[config.mk]
export PLATFORM = sky130hd
export DESIGN_NAME = cmp_match_timer
export DESIGN_NICKNAME = d
export VERILOG_FILES = /design/src/rtl/mt_pkg.sv /design/src/rtl/mt_ctrl.sv /design/src/rtl/mt_dp.sv /design/src/rtl/cmp_match_timer.sv
export SDC_FILE = /design/constraint.sdc
export NUM_CORES = 1
export LEC_CHECK = 0
export BUFFER_PORTS_ARGS = -buffer_cell sky130_fd_sc_hd__buf_2
export CAP_MARGIN = 10
export CORE_MARGIN = 2
export CORE_UTILIZATION = 50
export CTS_CLUSTER_DIAMETER = 100
export DETAILED_ROUTE_END_ITERATION = 7
export PLACE_DENSITY_LB_ADDON = 0.08
export SETUP_SLACK_MARGIN = 0.3
export SLEW_MARGIN = 30
export SYNTH_ARGS = -nofsm -noshare
export SYNTH_HDL_FRONTEND = slang
export SYNTH_SLANG_ARGS = --single-unit
export TNS_END_PERCENT = 50
[constraint.sdc]
create_clock -name clk -period 3.1 [get_ports clk]
set_input_delay 0.31 -clock clk [delete_from_list [all_inputs] [get_ports clk]]
set_output_delay 0.31 -clock clk [all_outputs]
set_load 0.02 [all_outputs]
[src/rtl/mt_pkg.sv]
package mt_pkg;

  typedef enum logic [1:0] {
    MODE_CMP    = 2'b00,
    MODE_WAVE   = 2'b01,
    MODE_PULSE  = 2'b10,
    MODE_OTHER  = 2'b11
  } mtMode_e;

  typedef enum logic [1:0] {
    ACT_KEEP = 2'b00,
    ACT_LOW  = 2'b01,
    ACT_HIGH = 2'b10,
    ACT_TOG  = 2'b11
  } mtPinAct_e;

  // Strobes from control to datapath, valid for one cycle
  typedef struct packed {
    logic restart;
    logic step;
    logic clear;
    logic setA;
    logic setP;
    logic pinSet;
    logic pinClr;
    logic pinTog;
    logic initVal;
  } mtStrobe_t;

endpackage

[src/rtl/mt_ctrl.sv]
module mt_ctrl
  import mt_pkg::*;
#(
  parameter int CNT_W = 10
) (
  input  logic             clk,
  input  logic             rstN,
  input  logic             runEn,
  input  logic             pauseEn,
  input  logic [1:0]       modeSel,
  input  logic             clrSel,
  input  logic [1:0]       ioCtl,
  input  logic             initLvl,
  input  logic [CNT_W-1:0] cmpP,
  input  logic [CNT_W-1:0] cmpA,
  input  logic [CNT_W-1:0] count,
  output mtStrobe_t        strb
);

  localparam logic [CNT_W-1:0] MAX_CNT = {CNT_W{1'b1}};

  logic runEnQ;
  logic restart;
  logic active;
  logic hitA;
  logic evtP;

  always_ff @(posedge clk or negedge rstN) begin
    if (!rstN) runEnQ <= 1'b0;
    else       runEnQ <= runEn;
  end

  assign restart = runEn && !runEnQ;
  assign active  = runEn && !pauseEn && (modeSel == MODE_CMP) && !restart;

  // A zero A value is unsupported and never matches
  assign hitA = active && (cmpA != '0) && (count == cmpA);
  // A zero P value means the overflow at full scale acts as the P event
  assign evtP = active && ((cmpP == '0) ? (count == MAX_CNT) : (count == cmpP));

  always_comb begin
    strb         = '0;
    strb.restart = restart;
    strb.step    = active;
    strb.clear   = clrSel ? hitA : evtP;
    strb.setA    = hitA;
    strb.setP    = evtP && !clrSel;
    strb.initVal = initLvl;
    if (hitA) begin
      unique case (mtPinAct_e'(ioCtl))
        ACT_LOW:  strb.pinClr = 1'b1;
        ACT_HIGH: strb.pinSet = 1'b1;
        ACT_TOG:  strb.pinTog = 1'b1;
        default:  ;
      endcase
    end
  end


  pause_hold_chk: assert property (@(posedge clk) disable iff (!rstN)
    (runEn && pauseEn && !restart) |=> $stable(count));

endmodule

[src/rtl/mt_dp.sv]
module mt_dp
  import mt_pkg::*;
#(
  parameter int CNT_W = 10
) (
  input  logic             clk,
  input  logic             rstN,
  input  mtStrobe_t        strb,
  input  logic             clrFlagA,
  input  logic             clrFlagP,
  output logic [CNT_W-1:0] count,
  output logic             outState,
  output logic             flagA,
  output logic             flagP
);

  always_ff @(posedge clk or negedge rstN) begin
    if (!rstN)             count <= '0;
    else if (strb.restart) count <= '0;
    else if (strb.step)    count <= strb.clear ? '0 : count + 1'b1;
  end

  always_ff @(posedge clk or negedge rstN) begin
    if (!rstN)             outState <= 1'b0;
    else if (strb.restart) outState <= strb.initVal;
    else if (strb.pinSet)  outState <= 1'b1;
    else if (strb.pinClr)  outState <= 1'b0;
    else if (strb.pinTog)  outState <= !outState;
  end

  always_ff @(posedge clk or negedge rstN) begin
    if (!rstN) begin
      flagA <= 1'b0;
      flagP <= 1'b0;
    end else begin
      if (strb.setA)    flagA <= 1'b1;
      else if (clrFlagA) flagA <= 1'b0;
      if (strb.setP)    flagP <= 1'b1;
      else if (clrFlagP) flagP <= 1'b0;
    end
  end


  restart_zero_chk: assert property (@(posedge clk) disable iff (!rstN)
    strb.restart |=> (count == '0) && (outState == $past(strb.initVal)));

endmodule

[src/rtl/cmp_match_timer.sv]
module cmp_match_timer
  import mt_pkg::*;
#(
  parameter int CNT_W = 10
) (
  input  logic             clk,
  input  logic             rstN,
  input  logic             runEn,
  input  logic             pauseEn,
  input  logic [1:0]       modeSel,
  input  logic             clrSel,
  input  logic [1:0]       ioCtl,
  input  logic             initLvl,
  input  logic             polInv,
  input  logic [CNT_W-1:0] cmpP,
  input  logic [CNT_W-1:0] cmpA,
  input  logic             clrFlagA,
  input  logic             clrFlagP,
  output logic             pinOut,
  output logic             flagA,
  output logic             flagP
);

  mtStrobe_t        strb;
  logic [CNT_W-1:0] count;
  logic             outState;

  mt_ctrl #(.CNT_W(CNT_W)) u_ctrl (
    .clk     (clk),
    .rstN    (rstN),
    .runEn   (runEn),
    .pauseEn (pauseEn),
    .modeSel (modeSel),
    .clrSel  (clrSel),
    .ioCtl   (ioCtl),
    .initLvl (initLvl),
    .cmpP    (cmpP),
    .cmpA    (cmpA),
    .count   (count),
    .strb    (strb)
  );

  mt_dp #(.CNT_W(CNT_W)) u_dp (
    .clk      (clk),
    .rstN     (rstN),
    .strb     (strb),
    .clrFlagA (clrFlagA),
    .clrFlagP (clrFlagP),
    .count    (count),
    .outState (outState),
    .flagA    (flagA),
    .flagP    (flagP)
  );

  assign pinOut = outState ^ polInv;


  idle_mode_chk: assert property (@(posedge clk) disable iff (!rstN)
    (modeSel != MODE_CMP) && !strb.restart |=> $stable(count) && $stable(outState));


  no_pflag_chk: assert property (@(posedge clk) disable iff (!rstN)
    clrSel && !flagP |=> !flagP);


  zero_a_chk: assert property (@(posedge clk) disable iff (!rstN)
    (cmpA == '0) && !flagA |=> !flagA);

endmodule

## After elaboration in Yosys (flattened, before gate mapping)

Index checks and enable logic that the tools add are counted.

| cells by class | value |
|---|---|
| add/subtract/negate cells | 1 |
| equal/unequal tests | 6 |
| reduce and logical (&&, ||, !) cells | 20 |
| bitwise operators | 1 |
| mux-type cells | 17 |

Operators by type and width:

| cell | number |
|---|---|
| 10-bit 2-to-1 mux | 3 |
| 10-bit == test | 2 |
| 1-bit 2-to-1 mux | 13 |
| 10-bit by 1-bit adder with 10-bit output (second input constant) | 1 |
| 10-bit == test (second input constant) | 1 |
| 10-bit zero test | 1 |
| 10-bit nonzero test | 1 |
| 1-bit logical AND | 8 |
| 2-bit nonzero test | 3 |
| 1-bit zero test | 5 |
| 2-bit == test (second input constant) | 2 |
| 4-bit nonzero test | 1 |
| 3-bit 2-to-1 mux | 1 |
| 2-bit by 1-bit == test with 1-bit output (second input constant) | 1 |
| 2-bit zero test | 1 |
| 1-bit bitwise XOR | 1 |

| storage, ports and cells | value |
|---|---|
| output and inout port bits | 3 |
| input bits | 33 |
| logic and storage cells | 50 |
| bits in registers | 14 |

## Depth between registers and ports, before layout

Gate-level depths: netlist (run 1).

| logic depth | value |
|---|---|
| word-level depth | 11 |
| depth in mapped cells | 8 |
| gate-level depth less buffers | 6 |

## By module

Synthesis (run 1) repeated with hierarchy kept, for this count alone.

| second synthesis, totals | value |
|---|---|
| cells, all modules | 152 |
| area, all modules | 1282.5 sq um |

By module, submodules not included:

| module | seq. area each (sq um) | area an instance (sq um) | instances | cells each |
|---|---|---|---|---|
| mt_dp | 325.3 | 745.7 | 1 | 81 |
| mt_ctrl | 25.0 | 528.0 | 1 | 70 |
| cmp_match_timer | 0.0 | 8.8 | 1 | 1 |

## Worst setup path before layout (run 1)

OpenSTA, ideal clock, no wires.

| path | value |
|---|---|
| path type | reg2reg |
| from | reg u_dp.count[8] |
| to | reg u_dp.count[2] |
| clock period less this slack | 1766 ps |
| data arrival time | 1638 ps |
| required time | 2972 ps |
| slack | 1334 ps |
| library setup time | 128 ps |
| stages on the path, launching flop included | 9 |
| buffers on the path | 2 |
| cell sequence | dfrtp_1 buf_6 xor2_1 nor4_1 nand3_1 o31a_1 buf_6 a31oi_1 o22ai_1 |

| on the way | value |
|---|---|
| longest elaborated chain between the ends | 7 |
| elaborated cells on any way between the ends | 10 |
| classes of those cells | 3 x eq/ne; 5 x mux; 2 x reduce/logical |

RTL lines:

| what | RTL line | RTL |
|---|---|---|
| start: declaration | mt_dp.sv:11 | `output logic [CNT_W-1:0] count,` |
| start signal: assignment | mt_dp.sv:20 | `else if (strb.step) count <= strb.clear ? '0 : count + 1'b1;` |
| 10-bit == test | mt_ctrl.sv:39 | `assign evtP = active && ((cmpP == '0) ? (count == MAX_CNT) : (count == cmpP));` |
| 1-bit 2-to-1 mux | mt_ctrl.sv:39 |  |
| 1-bit logical AND | mt_ctrl.sv:39 |  |
| 1-bit 2-to-1 mux * | mt_ctrl.sv:45 | `strb.clear = clrSel ? hitA : evtP;` |
| 10-bit 2-to-1 mux * (2 in series) | mt_dp.sv:20 |  |
| 10-bit 2-to-1 mux * | mt_dp.sv:19 | `else if (strb.restart) count <= '0;` |

Mark *: on every way between the ends. The rest lies on a longest branch, timed or not. The select of a mux whose other input is x is not followed.
A chain may end at the register's enable or synchronous reset.

## Final worst setup path (run 1)

| path | value |
|---|---|
| from | reg u_dp.count[8] |
| to | reg u_dp.count[8] |

| on the way | value |
|---|---|
| longest elaborated chain between the ends | 7 |
| elaborated cells on any way between the ends | 11 |
| classes of those cells | 1 x add/sub; 3 x eq/ne; 5 x mux; 2 x reduce/logical |

RTL lines:

| what | RTL line |
|---|---|
| branches (longest 4 deep; another with 10-bit by 1-bit adder with 10-bit output) | -- |
| 10-bit 2-to-1 mux * (2 in series) | mt_dp.sv:20 |
| 10-bit 2-to-1 mux * | mt_dp.sv:19 |

Every way passes the cells marked *. The select of a mux whose other input is x is not followed.

==> results of run 1 <==
-- area by class of cell --
type | instances | area (um2)
fillers | 215 | 865
multi-input cells | 108 | 713
flip-flops and latches | 14 | 350
repair buffers | 36 | 185
inverters | 13 | 48.8
clock buffers | 4 | 36.3
well taps | 28 | 35.0
-- worst max-delay path, cell delays in order (launching register included) --
cell and delay [ps]:
sky130_fd_sc_hd__dfrtp_1 540, sky130_fd_sc_hd__nor2b_1 100, sky130_fd_sc_hd__a2111oi_2 350, sky130_fd_sc_hd__and4_1 240, sky130_fd_sc_hd__o2111ai_2 330, sky130_fd_sc_hd__nand2_1 300, sky130_fd_sc_hd__o21ai_0 140
-- kinds of logic (layout without fill, tap and decap cells) --
family | Yosys count | in the layout
buffers and inverters | 20 | 53
and+or+nand+nor | 62 | 62
muxes | 1 | 1
AOI/OAI and AO/OA | 30 | 30
xor gates and xnor gates | 14 | 14
DFF | 14 | 14
adders and majority gates | 1 | 1
-- final timing paths --
check | start | to | slack (ps) | cells past startpoint
max | u_dp.count[8] | u_dp.count[8] | 970 | 6
min | runEn | u_ctrl.runEnQ | 180 | 1
max reg2reg | u_dp.count[8] | u_dp.count[8] | 970 | 6
min reg2reg | u_dp.flagP | u_dp.flagP | 530 | 2
max in group asynchronous | rstN | u_dp.count[5] | 2420 | 2
min in group asynchronous | rstN | u_dp.count[1] | 440 | 2
-- power groups by stage --
stage | clock (mW) | sequential (mW) | combinational (mW)
after floorplan | 0 | 0.192 | 0.0334
after global placement | 0 | 0.193 | 0.0709
after detailed placement | 0 | 0.194 | 0.0723
after CTS | 0.136 | 0.190 | 0.0738
after global routing | 0.143 | 0.191 | 0.0816
final | 0.134 | 0.190 | 0.0733
-- metal layers --
layer  GRT usage [%]  up-vias
met5               0        -
met3            1.71        6
met4            7.69        0
li1                -      585
met1            30.6      568
met2            37.7       46
-- through the flow --
| step | instances | total power [mW] | setup slack, ps |
|---|---|---|---|
| after floorplan | 142 | 0.226 | 1330 |
| after global placement | 198 | 0.264 | 1000 |
| after detailed placement | 198 | 0.266 | 913 |
| after CTS | 203 | 0.399 | 985 |
| after global routing | 203 | 0.416 | 791 |
| final | 203 | 0.398 | 966 |
-- sequential cells by signal, summed over array words and instances (netlist names) --
signal / count
u_ctrl.runEnQ: 1
u_dp.count: 10
u_dp.flagA: 1
u_dp.flagP: 1
u_dp.outState: 1
-- placed cells by master (no fill, tap or decap), types with 3 or more instances in the layout --
| cell | instances |
|---|---|
| sky130_fd_sc_hd__o22ai_1 | 5 |
| sky130_fd_sc_hd__nor2b_1 | 3 |
| sky130_fd_sc_hd__nor4_1 | 4 |
| sky130_fd_sc_hd__o21ai_0 | 6 |
| sky130_fd_sc_hd__nand3_1 | 14 |
| sky130_fd_sc_hd__nand2_1 | 15 |
| sky130_fd_sc_hd__nor3_1 | 4 |
| sky130_fd_sc_hd__inv_1 | 13 |
| sky130_fd_sc_hd__nand4_1 | 3 |
| sky130_fd_sc_hd__nor2_1 | 8 |
| sky130_fd_sc_hd__buf_2 | 35 |
| sky130_fd_sc_hd__and3_1 | 4 |
| sky130_fd_sc_hd__dfrtp_1 | 14 |
| sky130_fd_sc_hd__clkbuf_4 | 3 |
| sky130_fd_sc_hd__xnor2_1 | 4 |
| sky130_fd_sc_hd__xor2_1 | 10 |
| sky130_fd_sc_hd__a31oi_1 | 5 |
==> summary.md, run 1 <==
| Metric | Value |
|---|---|
| Unrepaired setup endpoints after global routing | false |
| Via density per instance | 5.94 |
| First DRT Iteration DRCs | 24 |
| Startpoint type of the worst setup path | register |
| Multiplexer share of the synthesized area | 0.847% |
| Main combinational cell family by area after synthesis | simple AND/OR/NAND/NOR gates |
| Proportion of register bits with asynchronous set or reset after synthesis | 100% |
| Highest net fanout along the worst path | 13 |
| Sequential fraction of the synthesis area | 29.7% |
| Die Y-Extent | 52.6 um |
| Fraction of power spent switching nets | 26.7% |
| Clk Tree Root Cell | sky130_fd_sc_hd__clkbuf_4 |
| Number of buffers inserted by post-CTS setup repair | 0 |
| Top-level I/O count | 36 |
| Final estimated routing congestion in global placement | 0.851 |
| Routed met3 length | 194 um |
| Fmax achieved | 469 MHz |
| Total of hold buffers inserted after clock tree synthesis | 1 |
| Syn Nets | 176 |
| Top cell type by total area after synthesis | sky130_fd_sc_hd__dfrtp_1 |
| Required time of the worst setup path | 3260 ps |
| Max IR drop VDD | 0.198 mV |
| Crit end category | register |
| Metal1 wirelength | 1320 um |
| Post-Synth XOR/XNOR Area | 10.4% |
| Final setup violation count | 0 |
| Fraction of layout instances using a drive strength above 1 | 26.9% |
| Gr usage total | 22.6% |
| Final Net Count | 210 |
| Clock net sink count | 14 |
| Top sig layer | met4 |
| Top area cells in the synthesized netlist | sky130_fd_sc_hd__dfrtp_1, sky130_fd_sc_hd__xor2_1, sky130_fd_sc_hd__nand3_1 |
| Internal power component | 0.291 mW |
| Sequential Power Share | 47.9% |
| Clock-pin slew on the worst setup and hold paths | 90 ps |
| Worst-case hold slack | 182 ps |
| Status | complete, no violations |
| Pins over their slew limit | 0 |
| Clock network fraction of design power | 33.7% |
| Maximum root-to-sink buffer count | 2 |
| Final wirelength | 2900 um |
| Synthesis-to-finish area growth | 15.9% |
| Chip Width | 52.6 um |
| Global-route wire length before repair | 4620 um |
| Starting Density | 52.9% |
| Pin slew with the least headroom to its limit | 585 ps |
| Remaining routing DRC violations | 0 |
| Mean post-synth cell area | 8.32 um2 |
| Post-Synthesis Cell Area | 1180 um2 |
| DP HPWL | 2230 um |
| Core area | 2230 um2 |
| Share of the clock period used by the worst path | 68.8% |
| H-tree levels | 1 |
| Number of buffers created by CTS | 3 |
| Number of antenna violations at the first check in global routing | 0 |
| Num rows | 17 |
| Most common cell in the synthesized netlist | sky130_fd_sc_hd__nand2_1 |
| Placed cell areas | 1320 um2 |
| Area fraction in compound gates after synthesis | 18.3% |
| Number of detailed-routing iterations run before antenna repair | 4 |
| WL per Instance | 14.3 um |
| Cts repair resizes | 0 |
| Number of global-route vias before repair | 1,058 |
| GRT Residual Overflow | 0 |
| Final core occ | 61.3% |
| Classification of the worst setup path | reg -> reg |
| CP arrival | 2290 ps |
| Worst min path class | in -> reg |
| Pin count of the biggest net entering global routing | 15 |
| Yosys warnings | 0 |
| Relative contribution of combinational cells to total power | 18.4% |
| Clock tree from TritonCTS | done |
| IO buf count | 35 |
| Slew margin rel. | 61.0% |
| Detailed-routed wire length on met2 | 1360 um |
| Cell types with the highest counts after synthesis | sky130_fd_sc_hd__nand2_1, sky130_fd_sc_hd__dfrtp_1, sky130_fd_sc_hd__nand3_1 |
| Antenna-violating nets left | 0 |
| Count of cell types in the netlist | 38 |
| Cell area after layout | 1370 um2 |
| Simple-Gate Fraction of Synth Area | 29.8% |
| Cell area power density | 290 nW/um2 |
| Total die area | 2770 um2 |
| #FFs+latches synth | 14 |
| Share of Yosys cell area claimed by the top area cell type | 29.7% |
| Most used DFF post-synth | sky130_fd_sc_hd__dfrtp_1 |
| Max-cap violations | 0 |
| Static leakage power | 0.594 nW |
| Sum of negative setup slack | 0 ps |
| Number of synthesized flops with an enable pin | 0 |
| Final Hold Viols | 0 |
| Adder-cell share of the synthesized area | 1.06% |
| Total inserted antenna cells | 0 |
| Final worst clock skew | 1.99 ps |
| Vias | 1,205 |
| Cells after synthesis | 142 |
| Total net switching power | 0.106 mW |
| Worst-skew pair later-pin latency | 280 ps |
| Time the worst path needs with I/O delays and setup | 2130 ps |
Note: power is estimated with default switching activity, not from simulation.
==> run 2: changes to the inputs <==
- clock period: 3.1 -> 2 ns (I/O delays scaled with it)
==> summary.md, run 2 (same netlist as run 1, synthesis figures left out) <==
| Metric | Value |
|---|---|
| Gr usage total | 24.2% (+1.6 points) |
| Crit end category | register |
| WL per Instance | 15.6 um (+9.5%) |
| Most common library cell in the layout ignoring fill and taps | sky130_fd_sc_hd__buf_2 |
| Num rows | 17 (unchanged) |
| Number of buffers created by CTS | 3 (unchanged) |
| GRT Residual Overflow | 0 (unchanged) |
| Antenna-violating nets left | 0 (unchanged) |
| Max IR drop VDD | 0.493 mV (+150%) |
| Fill cell total of the finished layout | 183 (-15%) |
| Grt met2 use | 44.8% (+7.1 points) |
| Pins over their slew limit | 0 (unchanged) |
| Worst min path class | in -> reg |
| Total power of the final layout | 0.629 mW (+58%) |
| Startpoint type of the worst setup path | register |
| Starting Density | 52.9% (unchanged) |
| Beginning of the worst hold path | runEn |
| Worst-case hold slack | 69.6 ps (-113 ps) |
| Fmax achieved | 522 MHz (+11%) |
| Number of stages on the worst hold path | 1 (unchanged) |
| Endpoint with the worst hold slack | u_ctrl.runEnQ |
| Max-cap violations | 0 (unchanged) |
| Clock tree from TritonCTS | done |
| Top-level I/O count | 36 (unchanged) |
| Flip-flop count of the largest register, all copies and words added | 10 (unchanged) |
| Final estimated routing congestion in global placement | 0.778 (-8.6%) |
| CP arrival | 2080 ps (-210 ps) |
| Remaining routing DRC violations | 0 (unchanged) |
| Reg-to-reg critical path startpoint | u_dp.count[7] |
| Final Net Count | 223 (+6.2%) |
| H-tree levels | 1 (unchanged) |
| Slew margin rel. | 59.0% (-2.0 points) |
| Final setup violation count | 0 (unchanged) |
| Final Hold Viols | 0 (unchanged) |
| Number of global-route vias before repair | 1,139 (+7.7%) |
| Classification of the worst setup path | reg -> reg |
| Static leakage power | 0.662 nW (+11%) |
| Fraction of layout instances using a drive strength above 1 | 35.6% (+8.8 points) |
| DP HPWL | 2390 um (+7.2%) |
| Clock net sink count | 14 (unchanged) |
| First DRT Iteration DRCs | 50 (+110%) |
| Cell area power density | 412 nW/um2 (+42%) |
| Clock-pin slew on the worst setup and hold paths | 90 ps (about the same) |
| Total die area | 2770 um2 (unchanged) |
| Global routing's busiest layer | met2 |
| Highest net fanout along the worst path | 7 (-6) |
| Chip Width | 52.6 um (unchanged) |
| Final worst clock skew | 2.76 ps (+0.771 ps) |
| GRT met1 Usage | 28.6% (-2.0 points) |
| Maximum root-to-sink buffer count | 2 (unchanged) |
| IO buf count | 35 (unchanged) |
| R2R Path End | u_dp.count[7] |
| Worst reg2reg setup slack | 80 ps (-880 ps) |
| Final wirelength | 3380 um (+17%) |
| Worst-skew pair later-pin latency | 280 ps (about the same) |
| Unrepaired setup endpoints after global routing | true |
| Synthesis-to-finish area growth | 29.1% |
| Core area | 2230 um2 (unchanged) |
| R2R cell count | 6 (unchanged) |
| Met3 capacity usage during global routing | 3.43% (+1.7 points) |
| Time the worst path needs with I/O delays and setup | 1920 ps (-219 ps) |
| Pin count of the biggest net entering global routing | 15 (unchanged) |
| Largest Register | u_dp.count |
| Number of detailed-routing iterations run before antenna repair | 4 (unchanged) |
| Status | complete, no violations |
| Number of antenna violations at the first check in global routing | 0 (unchanged) |
| Global-route wire length before repair | 4860 um (+5.1%) |
| Required time of the worst setup path | 2170 ps (-1090 ps) |
| Vias | 1,284 (+6.6%) |
| Clk Tree Root Cell | sky130_fd_sc_hd__clkbuf_4 |
| Die Y-Extent | 52.6 um (unchanged) |
| Pin slew with the least headroom to its limit | 611 ps (+25.7 ps) |
| Total inserted antenna cells | 0 (unchanged) |
| Via density per instance | 5.94 (+0.14%) |
| Commonest cells after routing, fill and taps aside | sky130_fd_sc_hd__buf_2, sky130_fd_sc_hd__nand3_1, sky130_fd_sc_hd__nand2_1, sky130_fd_sc_hd__inv_1 |
| Share of the clock period used by the worst path | 95.8% (+27 points) |
[run 2: cell count changes in the layout (fill, tap and decap cells not counted), sizes merged]
cell,delta
o2111ai,+1
buf,+12
[run 2: layout make-up]
| type | count | area [um2] | share of cell area (%) |
|---|---|---|---|
| tap | 28 | 35.0 | 2.30 |
| timing repair buffer | 48 | 275 | 18.0 |
| multi-input combinational | 109 | 777 | 50.9 |
| clock buffer | 4 | 36.3 | 2.38 |
| sequential | 14 | 353 | 23.1 |
| inverter | 13 | 48.8 | 3.20 |
[run 2: what timing repair did]
item / CTS / global route
hold buffers: 1 / 0
setup buffers: 1 / 0
cloned: 0 / 1
resized for setup: 7 / 3
endpoints found under the hold margin: 14 / 0
pin swaps: 3 / 4
setup endpoints to repair: 13 / 13
[run 2: power by group]
part | internal [mW] | switching, mW | leakage (nW)
sequential | 0.288 | 0.00642 | 0.188
clock | 0.111 | 0.0960 | 0.0210
combinational | 0.0572 | 0.0697 | 0.453
total | 0.456 | 0.172 | 0.662
[run 2: worst max-delay path by stage]
| stage | startpoint | endpoint | slack, ps | cells after the start |
|---|---|---|---|---|
| floorplan | u_dp.count[3] | u_dp.count[1] | 260 | 7 |
| global placement | cmpP[1] | u_dp.count[7] | -0.8 | 7 |
| detailed placement | cmpP[1] | u_dp.count[5] | -60 | 7 |
| CTS | u_dp.count[6] | u_dp.count[3] | 140 | 6 |
| global route | u_dp.count[7] | u_dp.count[4] | 0.9 | 6 |
| finish | u_dp.count[7] | u_dp.count[7] | 80 | 6 |
[run 2: worst max-delay path, cell delays in order (launching register included)]
cell	delay, ps
sky130_fd_sc_hd__dfrtp_1	450
sky130_fd_sc_hd__inv_1	150
sky130_fd_sc_hd__o221ai_1	180
sky130_fd_sc_hd__nor4_4	450
sky130_fd_sc_hd__o2111ai_4	240
sky130_fd_sc_hd__a31oi_1	230
sky130_fd_sc_hd__o22ai_1	90
[run 2: per-stage QoR]
stage | instance area [um2] | util [%] | setup WS [ps] | setup TNS [ps] | instances
floorplan | 1180 | - | 261 | 0 | 142
global placement | 1410 | 62.9 | -0.814 | -0.814 | 209
detailed placement | 1410 | 62.9 | -59.5 | -124 | 209
CTS | 1490 | 66.7 | 144 | 0 | 215
global route | 1530 | 68.3 | 0.923 | 0 | 216
finish | 1530 | 68.3 | 84.6 | 0 | 216
[run 2: routing by layer]
layer,up-vias,part of all wire (%)
li1,612,-
met1,600,43
met2,66,49
met3,6,6.6
met4,0,1.7
met5,-,0
